[config.mk]
export PLATFORM = sky130hd
export DESIGN_NAME = uart_irq_ident
export DESIGN_NICKNAME = d
export VERILOG_FILES = /design/src/rtl/uart_irq_pkg.sv /design/src/rtl/uart_irq_regs.sv /design/src/rtl/uart_irq_prio.sv /design/src/rtl/uart_irq_ident.sv
export SDC_FILE = /design/constraint.sdc
export NUM_CORES = 1
export LEC_CHECK = 0
export ABC_CLOCK_PERIOD_IN_PS = 1600
export BUFFER_PORTS_ARGS = -buffer_cell sky130_fd_sc_hd__buf_4
export CELL_PAD_IN_SITES_DETAIL_PLACEMENT = 1
export CELL_PAD_IN_SITES_GLOBAL_PLACEMENT = 1
export CORE_MARGIN = 3
export CORE_UTILIZATION = 37
export CTS_CLUSTER_DIAMETER = 200
export DETAILED_ROUTE_END_ITERATION = 8
export MAX_ROUTING_LAYER = met4
export PLACE_DENSITY = 0.93
export SLEW_MARGIN = 15
export SYNTH_ARGS = -nofsm -noshare
export SYNTH_HDL_FRONTEND = slang
export SYNTH_SLANG_ARGS = --single-unit
[constraint.sdc]
create_clock -name clk_i -period 1.6 [get_ports clk_i]
set_input_delay 0.16 -clock clk_i [delete_from_list [all_inputs] [get_ports clk_i]]
set_output_delay 0.16 -clock clk_i [all_outputs]
set_load 0.1 [all_outputs]
[src/rtl/uart_irq_pkg.sv]
package uart_irq_pkg;
  localparam int N_CAUSE = 4;
  localparam int IER_W   = 4;

  // cause index == priority rank, 0 highest
  localparam int C_LINE = 0;
  localparam int C_RXD  = 1;
  localparam int C_TXE  = 2;
  localparam int C_MDM  = 3;

  // enable bit positions inside IER
  localparam int EN_RXD  = 0;
  localparam int EN_TXE  = 1;
  localparam int EN_LINE = 2;
  localparam int EN_MDM  = 3;

  localparam int A_DATA = 0;
  localparam int A_IER  = 1;
  localparam int A_IIR  = 2;

  localparam logic [3:0] CODE_NONE = 4'h1;

  function automatic logic [3:0] cause_code(input int idx);
    case (idx)
      C_LINE:  return 4'h6;
      C_RXD:   return 4'h4;
      C_TXE:   return 4'h2;
      default: return 4'h0;
    endcase
  endfunction
endpackage

[src/rtl/uart_irq_regs.sv]
module uart_irq_regs
  import uart_irq_pkg::*;
#(
  parameter logic [15:0] DIV_RST = 16'h000C
) (
  input  logic             clk_i,
  input  logic             rst_ni,
  input  logic             ier_we_i,
  input  logic             dll_we_i,
  input  logic             dlm_we_i,
  input  logic             txe_clr_i,
  input  logic [7:0]       wdata_i,
  output logic [IER_W-1:0] ier_o,
  output logic             txe_pend_o,
  output logic [15:0]      divisor_o
);
  logic [IER_W-1:0] ier_q;
  logic             txe_q;
  logic [7:0]       dll_q, dlm_q;
  logic             rearm;

  // re-arm only when enable is kept set, not on 0->1
  assign rearm = ier_we_i && wdata_i[EN_TXE] && ier_q[EN_TXE];

  always_ff @(posedge clk_i or negedge rst_ni) begin
    if (!rst_ni) begin
      ier_q <= '0;
      txe_q <= 1'b1;
      dll_q <= DIV_RST[7:0];
      dlm_q <= DIV_RST[15:8];
    end else begin
      if (ier_we_i) ier_q <= wdata_i[IER_W-1:0];
      if (rearm)          txe_q <= 1'b1;
      else if (txe_clr_i) txe_q <= 1'b0;
      if (dll_we_i) dll_q <= wdata_i;
      if (dlm_we_i) dlm_q <= wdata_i;
    end
  end

  assign ier_o      = ier_q;
  assign txe_pend_o = txe_q;
  assign divisor_o  = {dlm_q, dll_q};
endmodule

[src/rtl/uart_irq_prio.sv]
module uart_irq_prio #(
  parameter int N = 4
) (
  input  logic [N-1:0] req_i,
  output logic [N-1:0] grant_o,
  output logic         any_o
);
  for (genvar i = 0; i < N; i++) begin : g_rank
    if (i == 0) begin : g_top
      assign grant_o[i] = req_i[i];
    end else begin : g_low
      assign grant_o[i] = req_i[i] && !(|req_i[i-1:0]);
    end
  end
  assign any_o = |req_i;
endmodule

[src/rtl/uart_irq_ident.sv]
module uart_irq_ident
  import uart_irq_pkg::*;
#(
  parameter int          ADDR_W  = 3,
  parameter int          LSR_W   = 4,
  parameter int          MSR_W   = 4,
  parameter logic [15:0] DIV_RST = 16'h000C
) (
  input  logic              clk_i,
  input  logic              rst_ni,
  input  logic [ADDR_W-1:0] addr_i,
  input  logic              wr_i,
  input  logic              rd_i,
  input  logic [7:0]        wdata_i,
  output logic [7:0]        rdata_o,
  input  logic              dlab_i,
  input  logic [LSR_W-1:0]  line_err_i,
  input  logic              rx_avail_i,
  input  logic [MSR_W-1:0]  modem_chg_i,
  input  logic              fifo_en_i,
  output logic [15:0]       divisor_o,
  output logic              irq_o
);
  logic [IER_W-1:0]   ier_q;
  logic               thre_q;
  logic [N_CAUSE-1:0] req, grant;
  logic               any_pend;
  logic [3:0]         code;
  logic [7:0]         iir_val;
  logic               sel_data, sel_ier, sel_iir;
  logic               irq_q;

  assign sel_data = addr_i == ADDR_W'(A_DATA);
  assign sel_ier  = addr_i == ADDR_W'(A_IER);
  assign sel_iir  = addr_i == ADDR_W'(A_IIR);

  uart_irq_regs #(.DIV_RST(DIV_RST)) u_regs (
    .clk_i      (clk_i),
    .rst_ni     (rst_ni),
    .ier_we_i   (wr_i && !dlab_i && sel_ier),
    .dll_we_i   (wr_i && dlab_i && sel_data),
    .dlm_we_i   (wr_i && dlab_i && sel_ier),
    .txe_clr_i  (rd_i && sel_iir && grant[C_TXE]),
    .wdata_i    (wdata_i),
    .ier_o      (ier_q),
    .txe_pend_o (thre_q),
    .divisor_o  (divisor_o)
  );

  assign req[C_LINE] = ier_q[EN_LINE] && (|line_err_i);
  assign req[C_RXD]  = ier_q[EN_RXD]  && rx_avail_i;
  assign req[C_TXE]  = ier_q[EN_TXE]  && thre_q;
  assign req[C_MDM]  = ier_q[EN_MDM]  && (|modem_chg_i);

  uart_irq_prio #(.N(N_CAUSE)) u_prio (
    .req_i   (req),
    .grant_o (grant),
    .any_o   (any_pend)
  );

  always_comb begin
    code = CODE_NONE;
    for (int i = 0; i < N_CAUSE; i++)
      if (grant[i]) code = cause_code(i);
  end

  assign iir_val = {{2{fifo_en_i}}, 2'b00, code};

  always_comb begin
    rdata_o = '0;
    if (sel_iir)                rdata_o = iir_val;
    else if (dlab_i && sel_data) rdata_o = divisor_o[7:0];
    else if (dlab_i && sel_ier)  rdata_o = divisor_o[15:8];
    else if (sel_ier)            rdata_o = {{(8-IER_W){1'b0}}, ier_q};
  end

  always_ff @(posedge clk_i or negedge rst_ni) begin
    if (!rst_ni) irq_q <= 1'b0;
    else         irq_q <= any_pend;
  end
  assign irq_o = irq_q;
endmodule

# After elaboration in Yosys (flattened, before gate mapping)
# Cells that the tools add are included.
[totals]
input_bits = 26
reg_bits = 22
elab_cells = 46
[op_classes]
reduce_logical = 29
eq_ne = 2
n_mux = 10
[ops]
columns = ["cell", "n"]
rows = [
  ["$mux 8", 3],
  ["$logic_and 1x1->1", 18],
  ["$mux 4", 3],
  ["$reduce_or 4->1", 3],
  ["$mux 3", 2],
  ["$logic_not 1->1", 4],
  ["$eq 3x1->1 const B", 1],
  ["$eq 3x2->1 const B", 1],
  ["$logic_not 3->1", 1],
  ["$reduce_or 3->1", 1],
  ["$mux 1", 2],
  ["$reduce_bool 2->1", 1],
  ["$reduce_or 2->1", 1],
]

# Longest topological paths before layout
# Gate-level depths: netlist (run 1).
[logic_depth]
ltp_word = 8
ltp_mapped = 4
depth_no_buf = 3

# By module
# Synthesis (run 1) repeated with hierarchy kept, for this count alone.
[hier_totals]
cells_unflattened = 92
hier_area_um2 = 1222.4
[modules_own_cells]
columns = ["mod", "n_inst", "cells_per_inst", "area_each_um2"]
rows = [
  ["uart_irq_regs", 1, 46, 850.8],
  ["uart_irq_ident", 1, 41, 334.1],
  ["uart_irq_prio", 1, 5, 37.5],
]

# Worst setup path before layout (run 1)
# Ideal clock, no wire load.
[synth_path]
path_type = "register -> output"
startpoint = "register u_regs.dlm_q[3]"
endpoint = "output rdata_o[3]"
path_buffers = 0
t_arrival_ns = 3.209
setup_slack_ns = -1.769
path_stages_with_launch = 3
path_cell_list = "dfrtp_1 mux2i_1 o21ai_0"
[synth_between]
elab_chain_cells = 3
[synth_lines]
columns = ["item", "line", "rtl"]
rows = [
  ["start: declaration", "uart_irq_regs.sv:19", "logic [7:0] dll_q, dlm_q;"],
  ["start signal: assignment", "uart_irq_regs.sv:30", "dlm_q <= DIV_RST[15:8];"],
  ["start signal: assignment", "uart_irq_regs.sv:36", "if (dlm_we_i) dlm_q <= wdata_i;"],
  ["$mux 8", "uart_irq_ident.sv:73", "else if (dlab_i && sel_ier) rdata_o = divisor_o[15:8];"],
  ["$mux 8", "uart_irq_ident.sv:72", "else if (dlab_i && sel_data) rdata_o = divisor_o[7:0];"],
  ["$mux 8", "uart_irq_ident.sv:71", "if (sel_iir) rdata_o = iir_val;"],
  ["end: declaration", "uart_irq_ident.sv:15", "output logic [7:0] rdata_o,"],
]
# Every way passes these cells.

# Worst setup path after layout (run 1)
[layout_path]
startpoint = "register u_regs.dll_q[2]"
endpoint = "output rdata_o[2]"
[layout_between]
elab_chain_cells = 2
[layout_lines]
columns = ["item", "line", "rtl"]
rows = [
  ["start: declaration", "uart_irq_regs.sv:19", ""],
  ["start signal: assignment", "uart_irq_regs.sv:29", "dll_q <= DIV_RST[7:0];"],
  ["start signal: assignment", "uart_irq_regs.sv:35", "if (dll_we_i) dll_q <= wdata_i;"],
  ["$mux 8", "uart_irq_ident.sv:72", ""],
  ["$mux 8", "uart_irq_ident.sv:71", ""],
]
# Every way passes these cells.

==> impl_metrics.tcl, run 1 <==
set metrics [dict create \
    io_pins 51 \
    worstPathCellList "a21oi_2, o22ai_1, and3b_4, buf_12" \
    fin_crit_ns 1.72 \
    clkTransAtPathRegs_ns 0.13 \
    via_per_inst 5.46 \
    vdd_ir_drop_max_mv 1.05 \
    grt_pass1_vias 1068 \
    placed_area_sq_um 1600 \
    wl_per_cell_um 19.3 \
    pwr-share-clk_pct 10.4 \
    antenna_found_initial 0 \
    timing.reg2reg.setup_slack_ns 0.44 \
    root_buffer "clkbuf_4" \
    grt_pass1_wl_um 5210 \
    switching_share_pct 52.5 \
    worstRegToRegCells 5 \
    hold_path.class "in -> reg" \
    worstHoldStart "wdata_i[4]" \
    critPathTopFamily "flip-flops" \
    cpPeakStageDelay_ns 0.64 \
    setup_violations 3 \
    fin_area_sq_um 1770 \
    netlist_instances 82 \
    leakage_nw 0.812 \
    ys_warn_count 0 \
    wl_um 3450 \
    rsz0062_at_grt "true" \
    ys_types 27 \
    hold_slack_ns 0.0705 \
    crit_arrival_ns 1.56 \
    layout.nets 175 \
    critPathRequiredTime_ns 1.44 \
    critical_path_class "reg -> out" \
    synthArstFlopShare_pct 100 \
    syn_area_per_cell_sq_um 13.3 \
    n_fill_cell 294 \
    netlist_area_sq_um 1090 \
    grt_max_degree 23 \
    p_per_area_nw_per_um2 1490 \
    timing.final.ws_setup_ns -0.123 \
    power.internal_w 0.00125 \
    die_width_um 60.3 \
    final_hold_viol_count 0 \
    wl_met1_um 1330 \
    chipHeight_um 60.3 \
    route.top_layer_used "met4" \
    cp-start-kind "flip-flop" \
    dr_total_vias 977 \
    cts_tree "done" \
    clk_path_buf_depth 2 \
    synth-edff-count 0 \
    holdPathEnd "u_regs.dll_q[4]$_DFFE_PN0P_" \
    max-slew-margin-rel_pct 70.5 \
    cp-end-kind "output port" \
    cts_sinks 22 \
    drtPass1Iterations 4 \
    ys_top_cells_by_area "dfrtp_1 44%, mux2_2 16%, dfstp_2 7.2%" \
    wl_met2_um 1860 \
    finalClockSkew_ns 0.00611 \
    dp_hpwl_um 2560 \
    finalMaxSlewViolations 0 \
    drtAntennaViolNets 0 \
    synthTopCellsByCount "19 x dfrtp_1, 16 x mux2_2, 7 x nand2_1" \
    gr-total-overflow 0 \
    synth_ff_type "dfrtp_1" \
    start_util_pct 39.3 \
    fmax_mhz 580 \
    antennaDiodeCount 0 \
    clock_latency_ns 0.32 \
    ys_seq_area_share_pct 50.7 \
    path_max_fanout 2 \
    reg2reg_from "u_regs.ier_o[2]$_DFFE_PN0N_" \
    cpMaxStageDelayCell "dfstp_4" \
    rows 19 \
    tightest_slew_ns 0.437 \
    fp.coreArea_sq_um 2780 \
    rr_endpoint "u_regs.txe_pend_o$_DFFE_PN1P_" \
    p_switching_w 0.00138 \
    dpl_worst_slack_ns -0.0103 \
    cts_buffers 3 \
    dieArea_sq_um 3640 \
    cts_max_level 1 \
    portBuffers 50 \
    area_growth_pct 62.0 \
    synth_top_area_cell "dfrtp_1" \
    drt_iter0_drc 22 \
    timing.critical_path.buf_inv 1 \
    crit_start "u_regs.dll_q[2]$_DFFE_PN1P_" \
    status "complete, but fails checks" \
    drcViolationCount 0 \
    gp_congestion 0.770 \
    min_path_cells 2 \
    synthesis.nets 108 \
    met3_length_um 199 \
    finalCritPeriodShare_pct 108 \
    synth_seq_cells 22 \
    yosysMostFrequentCell "dfrtp_1" \
    grtUsageTotal_pct 20.8 \
    share_comb_of_total_power_pct 58.3 \
    drive_above_1_share_pct 81.1 \
    synth_top_cell_area_share_pct 43.5 \
    seq_power_share_pct 31.3 \
    failed_checks "negative setup slack" \
    maxCapViolCount 0 \
]
[state kept, by name, summed over array words and instances (netlist names)]
signal             flops
u_regs.ier_o           4
u_regs.txe_pend_o      1
u_regs.dlm_q           8
irq_o                  1
u_regs.dll_q           8
[cell usage in the layout, fill, tap and decap left out, drive strengths merged]
master       count
o41ai            2
mux2            20
and3b            1
nand4            1
nand2            8
buf             62
a22o             2
nor4b            1
mux2i            4
and4bb           1
o21ai            2
dfstp            3
or2b             1
and2             2
o22ai            1
a221o            3
dfrtp           19
nor3b            1
clkbuf           4
a21oi            1
nand3            1
dlygate4sd3      1
or3b             2
o221ai           1
nand4b           1
nor2             2
o22a             1
[how the worst max path moves through the flow]
| stage | endpoint | slack, ns | depth (start not counted) |
|---|---|---|---|
| 6_report | rdata_o[2] | -0.12 | 4 |
| 5_1_grt | rdata_o[1] | -0.17 | 4 |
| 4_1_cts | rdata_o[2] | -0.14 | 4 |
| 3_5_place_dp | rdata_o[0] | -0.01 | 5 |
| 3_3_place_gp | rdata_o[1] | -0.005 | 5 |
| 2_1_floorplan | rdata_o[3] | -0.01 | 2 |
[area by class of cell]
type	count	area (sq um)	area share (%)
Multi-Input combinational cell	59	614	34.7
Sequential cell	22	577	32.6
Timing Repair Buffer	63	513	29.0
Tap cell	31	38.8	2.19
Clock buffer	4	26.3	1.49
[cell families (layout without fill, tap and decap cells)]
kind of cell           after synthesis  in the layout  synth area share [%]
AOI/OAI and AO/OA                   13             13                  9.51
and+or+nand+nor                     22             22                  13.4
DFF                                 22             22                  50.7
muxes                               24             24                  25.7
buffers and inverters                1             67                 0.688
[repair_timing]
action	CTS	global route
hold buffers	1	0
cloned	0	0
pin swaps	2	3
buffers inserted	6	2
setup endpoints to repair	3	3
hold endpoints to repair	22	0
resized for setup	10	6
[per-stage QoR]
stage	setup TNS (ns)	instances	utilization [%]	power, W
after floorplan	-0.0111	82	-	0.00192
after global placement	-0.00489	166	57.6	0.00222
after detailed placement	-0.0271	166	57.6	0.00226
after CTS	-0.288	177	61.9	0.00260
after global routing	-0.491	179	63.6	0.00273
final	-0.310	179	63.6	0.00263
[power by group through the flow]
stage	clock network [W]	logic, W	registers [W]
after CTS	0.000282	0.00150	0.000815
after detailed placement	0	0.00142	0.000841
final	0.000274	0.00153	0.000822
after floorplan	0	0.000347	0.00157
after global routing	0.000305	0.00158	0.000840
after global placement	0	0.00139	0.000828
[metal layers]
metal	track usage (%)	up-vias
met1	23.8	492
met5	-	-
met3	2.77	5
met4	8.54	0
met2	36.3	35
li1	-	445
Power figures use the tool's default switching activity.
==> run 2, diff against run 1 <==
--- a/config.mk
+++ b/config.mk
@@ -6,5 +6,5 @@
 export NUM_CORES = 1
 export LEC_CHECK = 0
-export ABC_CLOCK_PERIOD_IN_PS = 1600
+export ABC_CLOCK_PERIOD_IN_PS = 2100
 export BUFFER_PORTS_ARGS = -buffer_cell sky130_fd_sc_hd__buf_4
 export CELL_PAD_IN_SITES_DETAIL_PLACEMENT = 1
==> constraint.sdc (replaced) <==
create_clock -name clk_i -period 2.1 [get_ports clk_i]
set_input_delay 0.21 -clock clk_i [delete_from_list [all_inputs] [get_ports clk_i]]
set_output_delay 0.21 -clock clk_i [all_outputs]
set_load 0.05 [all_outputs]
==> run 2 against run 1 <==
  * The flow now finishes without violations
  * Clock skew up 0.0027 ns
  * Sequential cell count unchanged
  * Sequential share of layout area is 3.2 points higher
  * Global-route usage down 0.61 points
  * Largest cell class is now flip-flops and latches
  * Non-clock buffer count decreased by 10
  * Critical endpoint is now rdata_o[1]
  * Worst setup slack improved by 0.40 ns
==> impl_metrics.tcl, run 2 (synthesis gave the netlist of run 1 again) <==
set metrics [dict create \
    vdd_ir_drop_max_mv 0.626 \
    die_width_um 60.3 \
    setup_violations 0 \
    timing.critical_path.buf_inv 2 \
    grt_pass1_vias 1099 \
    fmax_mhz 549 \
    grt_pass1_wl_um 5280 \
    finalMaxSlewViolations 0 \
    antenna_found_initial 0 \
    gp_congestion 0.779 \
    layout.nets 165 \
    hold_buffers 1 \
    dp.cells 164 \
    p_per_area_nw_per_um2 981 \
    wl_met2_um 1690 \
    worstPathCellList "buf_4, o41ai_1, o21ai_0, a221o_1, buf_4" \
    fin_area_sq_um 1550 \
    placed_area_sq_um 1510 \
    dr_total_vias 939 \
    critPathRequiredTime_ns 1.89 \
    chipHeight_um 60.3 \
    start_util_pct 39.3 \
    p_switching_w 0.000656 \
    cpMaxStageDelayCell "o41ai_1" \
    max-slew-margin-rel_pct 62.9 \
    seq_power_share_pct 40.6 \
    drtPass1Iterations 2 \
    met3_length_um 197 \
    via_per_inst 5.56 \
    root_buffer "clkbuf_4" \
    maxCapViolCount 0 \
    critical_path_class "in -> out" \
    cp-end-kind "output port" \
    dieArea_sq_um 3640 \
    final_cell_mix "52 x buf_4, 19 x dfrtp_1, 16 x mux2_2, 7 x nand2_1" \
    rows 19 \
    tns_ns 0 \
    fp.coreArea_sq_um 2780 \
    wl_met1_um 1290 \
    switching_share_pct 43.1 \
    drive_above_1_share_pct 60.1 \
    route.top_layer_used "met4" \
    cts_tree "done" \
    finalCritPeriodShare_pct 86.7 \
    path_max_fanout 3 \
    final_common_cell "buf_4" \
    power_w 0.00152 \
    drtAntennaViolNets 0 \
    final_util_pct 55.7 \
    leakage_nw 0.754 \
    clkTransAtPathRegs_ns 0.12 \
    finalClockSkew_ns 0.00876 \
    multiInputGateArea_sq_um 531 \
    cts_buffers 3 \
    wl_per_cell_um 19.0 \
    postCtsSetupBuffers 0 \
    pwr-share-clk_pct 12.9 \
    cts_max_level 1 \
    portBuffers 50 \
    cts_sinks 22 \
    crit_arrival_ns 1.61 \
    path_common_cell "buf_4" \
    grtUsageTotal_pct 20.2 \
    drcViolationCount 0 \
    rsz0062_at_grt "false" \
    fin_crit_ns 1.82 \
    layout.cells.non_filler 169 \
    status "finished, final reports clean" \
    dp_hpwl_um 2530 \
    cpPeakStageDelay_ns 0.56 \
    grt_max_degree 23 \
    gr-total-overflow 0 \
    area.sequential_sq_um 554 \
    post_cts_resize_count 0 \
    tightest_slew_ns 0.550 \
    power.internal_w 0.000865 \
    cp-start-kind "input port" \
    clk_path_buf_depth 2 \
    io_pins 51 \
    n_fill_cell 311 \
    share_comb_of_total_power_pct 46.5 \
    drt_iter0_drc 11 \
    clock_latency_ns 0.30 \
    wl_um 3210 \
    area_growth_pct 41.9 \
    critPathTopFamily "compound AO/OA/AOI/OAI gates" \
    final_hold_viol_count 0 \
    antennaDiodeCount 0 \
    hold_path.class "in -> reg" \
]
## run 2: through the flow
step	hold slack [ns]	setup WS, ns
final	0.139	0.279
after global routing	0.124	0.110
after CTS	0.136	0.256
after global placement	0.109	0.284
after detailed placement	0.114	0.252
after floorplan	-0.0856	0.0325
## run 2: worst paths after layout
| path | start | endpoint | slack, ns | depth (start not counted) |
|---|---|---|---|---|
| setup reg to reg | u_regs.ier_o[2]$_DFFE_PN0N_ | u_regs.txe_pend_o$_DFFE_PN1P_ | 1.03 | 3 |
| min in group asynchronous | rst_ni | u_regs.dll_q[5]$_DFFE_PN0P_ | 0.32 | 2 |
| hold reg to reg | u_regs.dlm_q[0]$_DFFE_PN0P_ | u_regs.dlm_q[0]$_DFFE_PN0P_ | 0.56 | 1 |
| hold / removal | wdata_i[7] | u_regs.dll_q[7]$_DFFE_PN0P_ | 0.14 | 2 |
| max in group asynchronous | rst_ni | u_regs.txe_pend_o$_DFFE_PN1P_ | 1.49 | 2 |
| setup / recovery | line_err_i[1] | rdata_o[1] | 0.28 | 5 |
## run 2: layout make-up
type                    instances  share of cell area [%]
repair buffers                 53                    25.8
flip-flops and latches         22                    35.8
clock buffers                   4                    1.69
multi-input cells              59                    34.2
well taps                      31                    2.50
## run 2: power by group through the flow
stage                     clock network, W  logic [W]  registers (W)
after floorplan                          0   0.000198       0.000880
after global placement                   0   0.000692       0.000612
after detailed placement                 0   0.000711       0.000624
after CTS                         0.000203   0.000713       0.000617
after global routing              0.000228   0.000746       0.000632
final                             0.000196   0.000707       0.000617
## run 2: per-layer routing
| layer | global-route usage (%) | up-vias |
|---|---|---|
| met2 | 35.5 | 35 |
| met4 | 5.06 | 0 |
| met3 | 4.04 | 4 |
| li1 | - | 430 |
| met1 | 23.4 | 470 |
| met5 | - | - |
## run 2: worst register-to-register path: cells and delay by family (launching register included)
kind               cells  cell delay, ns
AOI/OAI and AO/OA      2            0.34
DFF                    1            0.42
and+or+nand+nor        1            0.25
==> run 3, diff against run 2 <==
Settings changed: ABC_AREA from default to 1, CORE_UTILIZATION 37 to 35, PLACE_DENSITY 0.93 to 0.94, RECOVER_POWER from default to 25.
==> run 3 against run 2 <==
  * Sequential power is 2% lower
  * Cell count is 43% higher
  * Via count is 26% higher
  * Largest cell class unchanged
  * Critical endpoint is now rdata_o[0]
  * Utilization is 4.1 points lower
  * Synthesized cell count is 78% higher
  * Sequential cell count stayed put
  * Critical path depth stayed put
  * First-iteration DRC count is 110% higher
==> impl_metrics.tcl, run 3 <==
set metrics [dict create \
    critPathTopFamily "flip-flops" \
    layout.nets 224 \
    placed_area_sq_um 1570 \
    dieArea_sq_um 4100 \
    gr-total-overflow 0 \
    vdd_ir_drop_max_mv 0.431 \
    synthArstFlopShare_pct 100 \
    ys_warn_count 0 \
    drt_iter0_drc 23 \
    cts_tree "done" \
    grtUsageMet2_pct 32.3 \
    min_path_cells 3 \
    clk_path_buf_depth 2 \
    holdPathEnd "u_regs.dll_q[0]$_DFFE_PN0P_" \
    antenna_found_initial 0 \
    grt_busiest_layer "met2" \
    critPathRequiredTime_ns 1.89 \
    crit_arrival_ns 1.54 \
    cts_buffers 3 \
    dp_hpwl_um 2760 \
    synth_top_area_cell "dfrtp_1" \
    area_growth_pct 37.2 \
    worstPathCellList "nand2_1, nand2_1, nand3b_1, o21ai_0, buf_4" \
    via_per_inst 4.89 \
    rows 20 \
    reg2reg_from "u_regs.ier_o[0]$_DFFE_PN0N_" \
    cts_sinks 22 \
    use_met1_pct 23.3 \
    setup_violations 0 \
    p_per_area_nw_per_um2 934 \
    final_common_cell "nand2_1" \
    tightest_slew_ns 1.20 \
    netlist_area_sq_um 1180 \
    status "finished, final reports clean" \
    tns_ns 0 \
    synthesis.nets 172 \
    path_common_cell "nand2_1" \
    finalMaxSlewViolations 0 \
    grtUsageMet3_pct 2.81 \
    drtAntennaViolNets 0 \
    ys_types 19 \
    wl_per_cell_um 14.2 \
    dpl_worst_slack_ns 0.551 \
    die_width_um 64 \
    dr_total_vias 1179 \
    ys_seq_area_share_pct 47.1 \
    root_buffer "clkbuf_4" \
    drcViolationCount 0 \
    fmax_mhz 573 \
    timing.critical_path.buf_inv 1 \
    portBuffers 50 \
    drtPass1Iterations 4 \
    clock_latency_ns 0.32 \
    antennaDiodeCount 0 \
    fin_area_sq_um 1620 \
    critical_path_class "reg -> out" \
    clkTransAtPathRegs_ns 0.13 \
    leakage_nw 0.823 \
    grt_max_degree 23 \
    synth_ff_type "dfrtp_1" \
    finalCritPeriodShare_pct 83.1 \
    final_cell_mix "53 x nand2_1, 49 x buf_4, 19 x dfrtp_1, 16 x inv_1, 13 x o21ai_0" \
    syn_area_per_cell_sq_um 8.06 \
    synth_seq_cells 22 \
    cpMaxStageDelayCell "dfrtp_1" \
    synth-edff-count 0 \
    timing.reg2reg.setup_slack_ns 1.17 \
    wl_um 3430 \
    drive_above_1_share_pct 34.5 \
    grtUsageTotal_pct 19.4 \
    rr_endpoint "irq_o$_DFF_PN0_" \
    maxCapViolCount 0 \
    n_fill_cell 387 \
    worstRegToRegCells 3 \
    hold_slack_ns 0.103 \
    synth_top_cell_area_share_pct 40.4 \
    netlist_instances 146 \
    max-slew-margin-rel_pct 20.3 \
    fp.coreArea_sq_um 3130 \
    fin_crit_ns 1.75 \
    hold_path.class "in -> reg" \
    finalClockSkew_ns 0.00165 \
    cp-start-kind "flip-flop" \
    grt_pass1_vias 1225 \
    timing.final.ws_setup_ns 0.354 \
    path_max_fanout 4 \
    synthTopCellsByCount "53 x nand2_1, 19 x dfrtp_1, 16 x inv_1" \
    cp-end-kind "output port" \
    io_pins 51 \
    final_hold_viol_count 0 \
    start_util_pct 37.6 \
    worstHoldStart "wdata_i[0]" \
    ys_top_cells_by_area "dfrtp_1 40%, nand2_1 17%, dfstp_2 6.7%" \
    cts_max_level 1 \
    post_cts_resize_count 0 \
    cpPeakStageDelay_ns 0.43 \
    rsz0062_at_grt "false" \
    chipHeight_um 64 \
    power_w 0.00151 \
    gp_congestion 0.867 \
    grt_pass1_wl_um 6070 \
    yosysMostFrequentCell "nand2_1" \
]
-- run 3: cell count changes after synthesis, sizes merged, moves of 6 or more --
| cell | before | now |
|---|---|---|
| nand2 | 8 | 55 |
| mux2 | 20 | 0 |
| inv | 0 | 17 |
| o21ai | 2 | 17 |
| nand3 | 1 | 9 |
| nor2 | 2 | 9 |
| nand4 | 1 | 7 |
-- run 3: worst reg2reg max path, delay by kind of cell (launching register included) --
kind             cells  cell delay [ns]
and+or+nand+nor      3             0.38
DFF                  1             0.43
-- run 3: layer usage --
metal | wire length (um) | vias to the layer above
li1 | - | 576
met1 | 1490 | 565
met2 | 1740 | 31
met3 | 113 | 7
met4 | 81 | 0
met5 | 0 | -
-- run 3: layout make-up --
cell class | instances | area [sq um] | area share (%)
inverters | 17 | 63.8 | 3.95
repair buffers | 51 | 382 | 23.6
flip-flops and latches | 22 | 554 | 34.3
well taps | 44 | 55.1 | 3.41
clock buffers | 4 | 36.3 | 2.25
multi-input cells | 103 | 524 | 32.5
-- run 3: through the flow --
stage | utilization [%] | cells
after floorplan | - | 146
after global placement | 50.3 | 236
after detailed placement | 50.3 | 236
after CTS | 51.8 | 241
after global routing | 51.6 | 241
final | 51.6 | 241
-- run 3: repair_timing --
action / in CTS / in global routing
buffers inserted: 0 / 0
hold buffers: 1 / 0
setup endpoints to repair: 0 / 0
hold endpoints to repair: 19 / 0
-- run 3: cells by family after synthesis --
logic type,count (synthesis),share of synthesized area [%]
AO/OA/AOI/OAI,22,11.9
buffers and inverters,21,8.39
flip-flops,22,47.1
AND/OR/NAND/NOR,81,32.6
-- run 3: where the power goes --
group	internal [W]	switching, W	leakage, nW
registers	0.000526	0.0000782	0.266
logic	0.000202	0.000461	0.536
clock network	0.000106	0.000134	0.0210
-- run 3: worst max-delay path by stage --
stage	from	to	slack [ns]	depth (start not counted)
floorplan	u_regs.dll_q[4]$_DFFE_PN0P_	rdata_o[4]	0.07	2
global placement	addr_i[1]	rdata_o[2]	0.61	7
detailed placement	addr_i[1]	rdata_o[6]	0.55	7
CTS	u_regs.ier_o[0]$_DFFE_PN0N_	rdata_o[0]	0.33	5
global route	u_regs.ier_o[0]$_DFFE_PN0N_	rdata_o[0]	0.22	5
finish	u_regs.ier_o[0]$_DFFE_PN0N_	rdata_o[0]	0.35	5
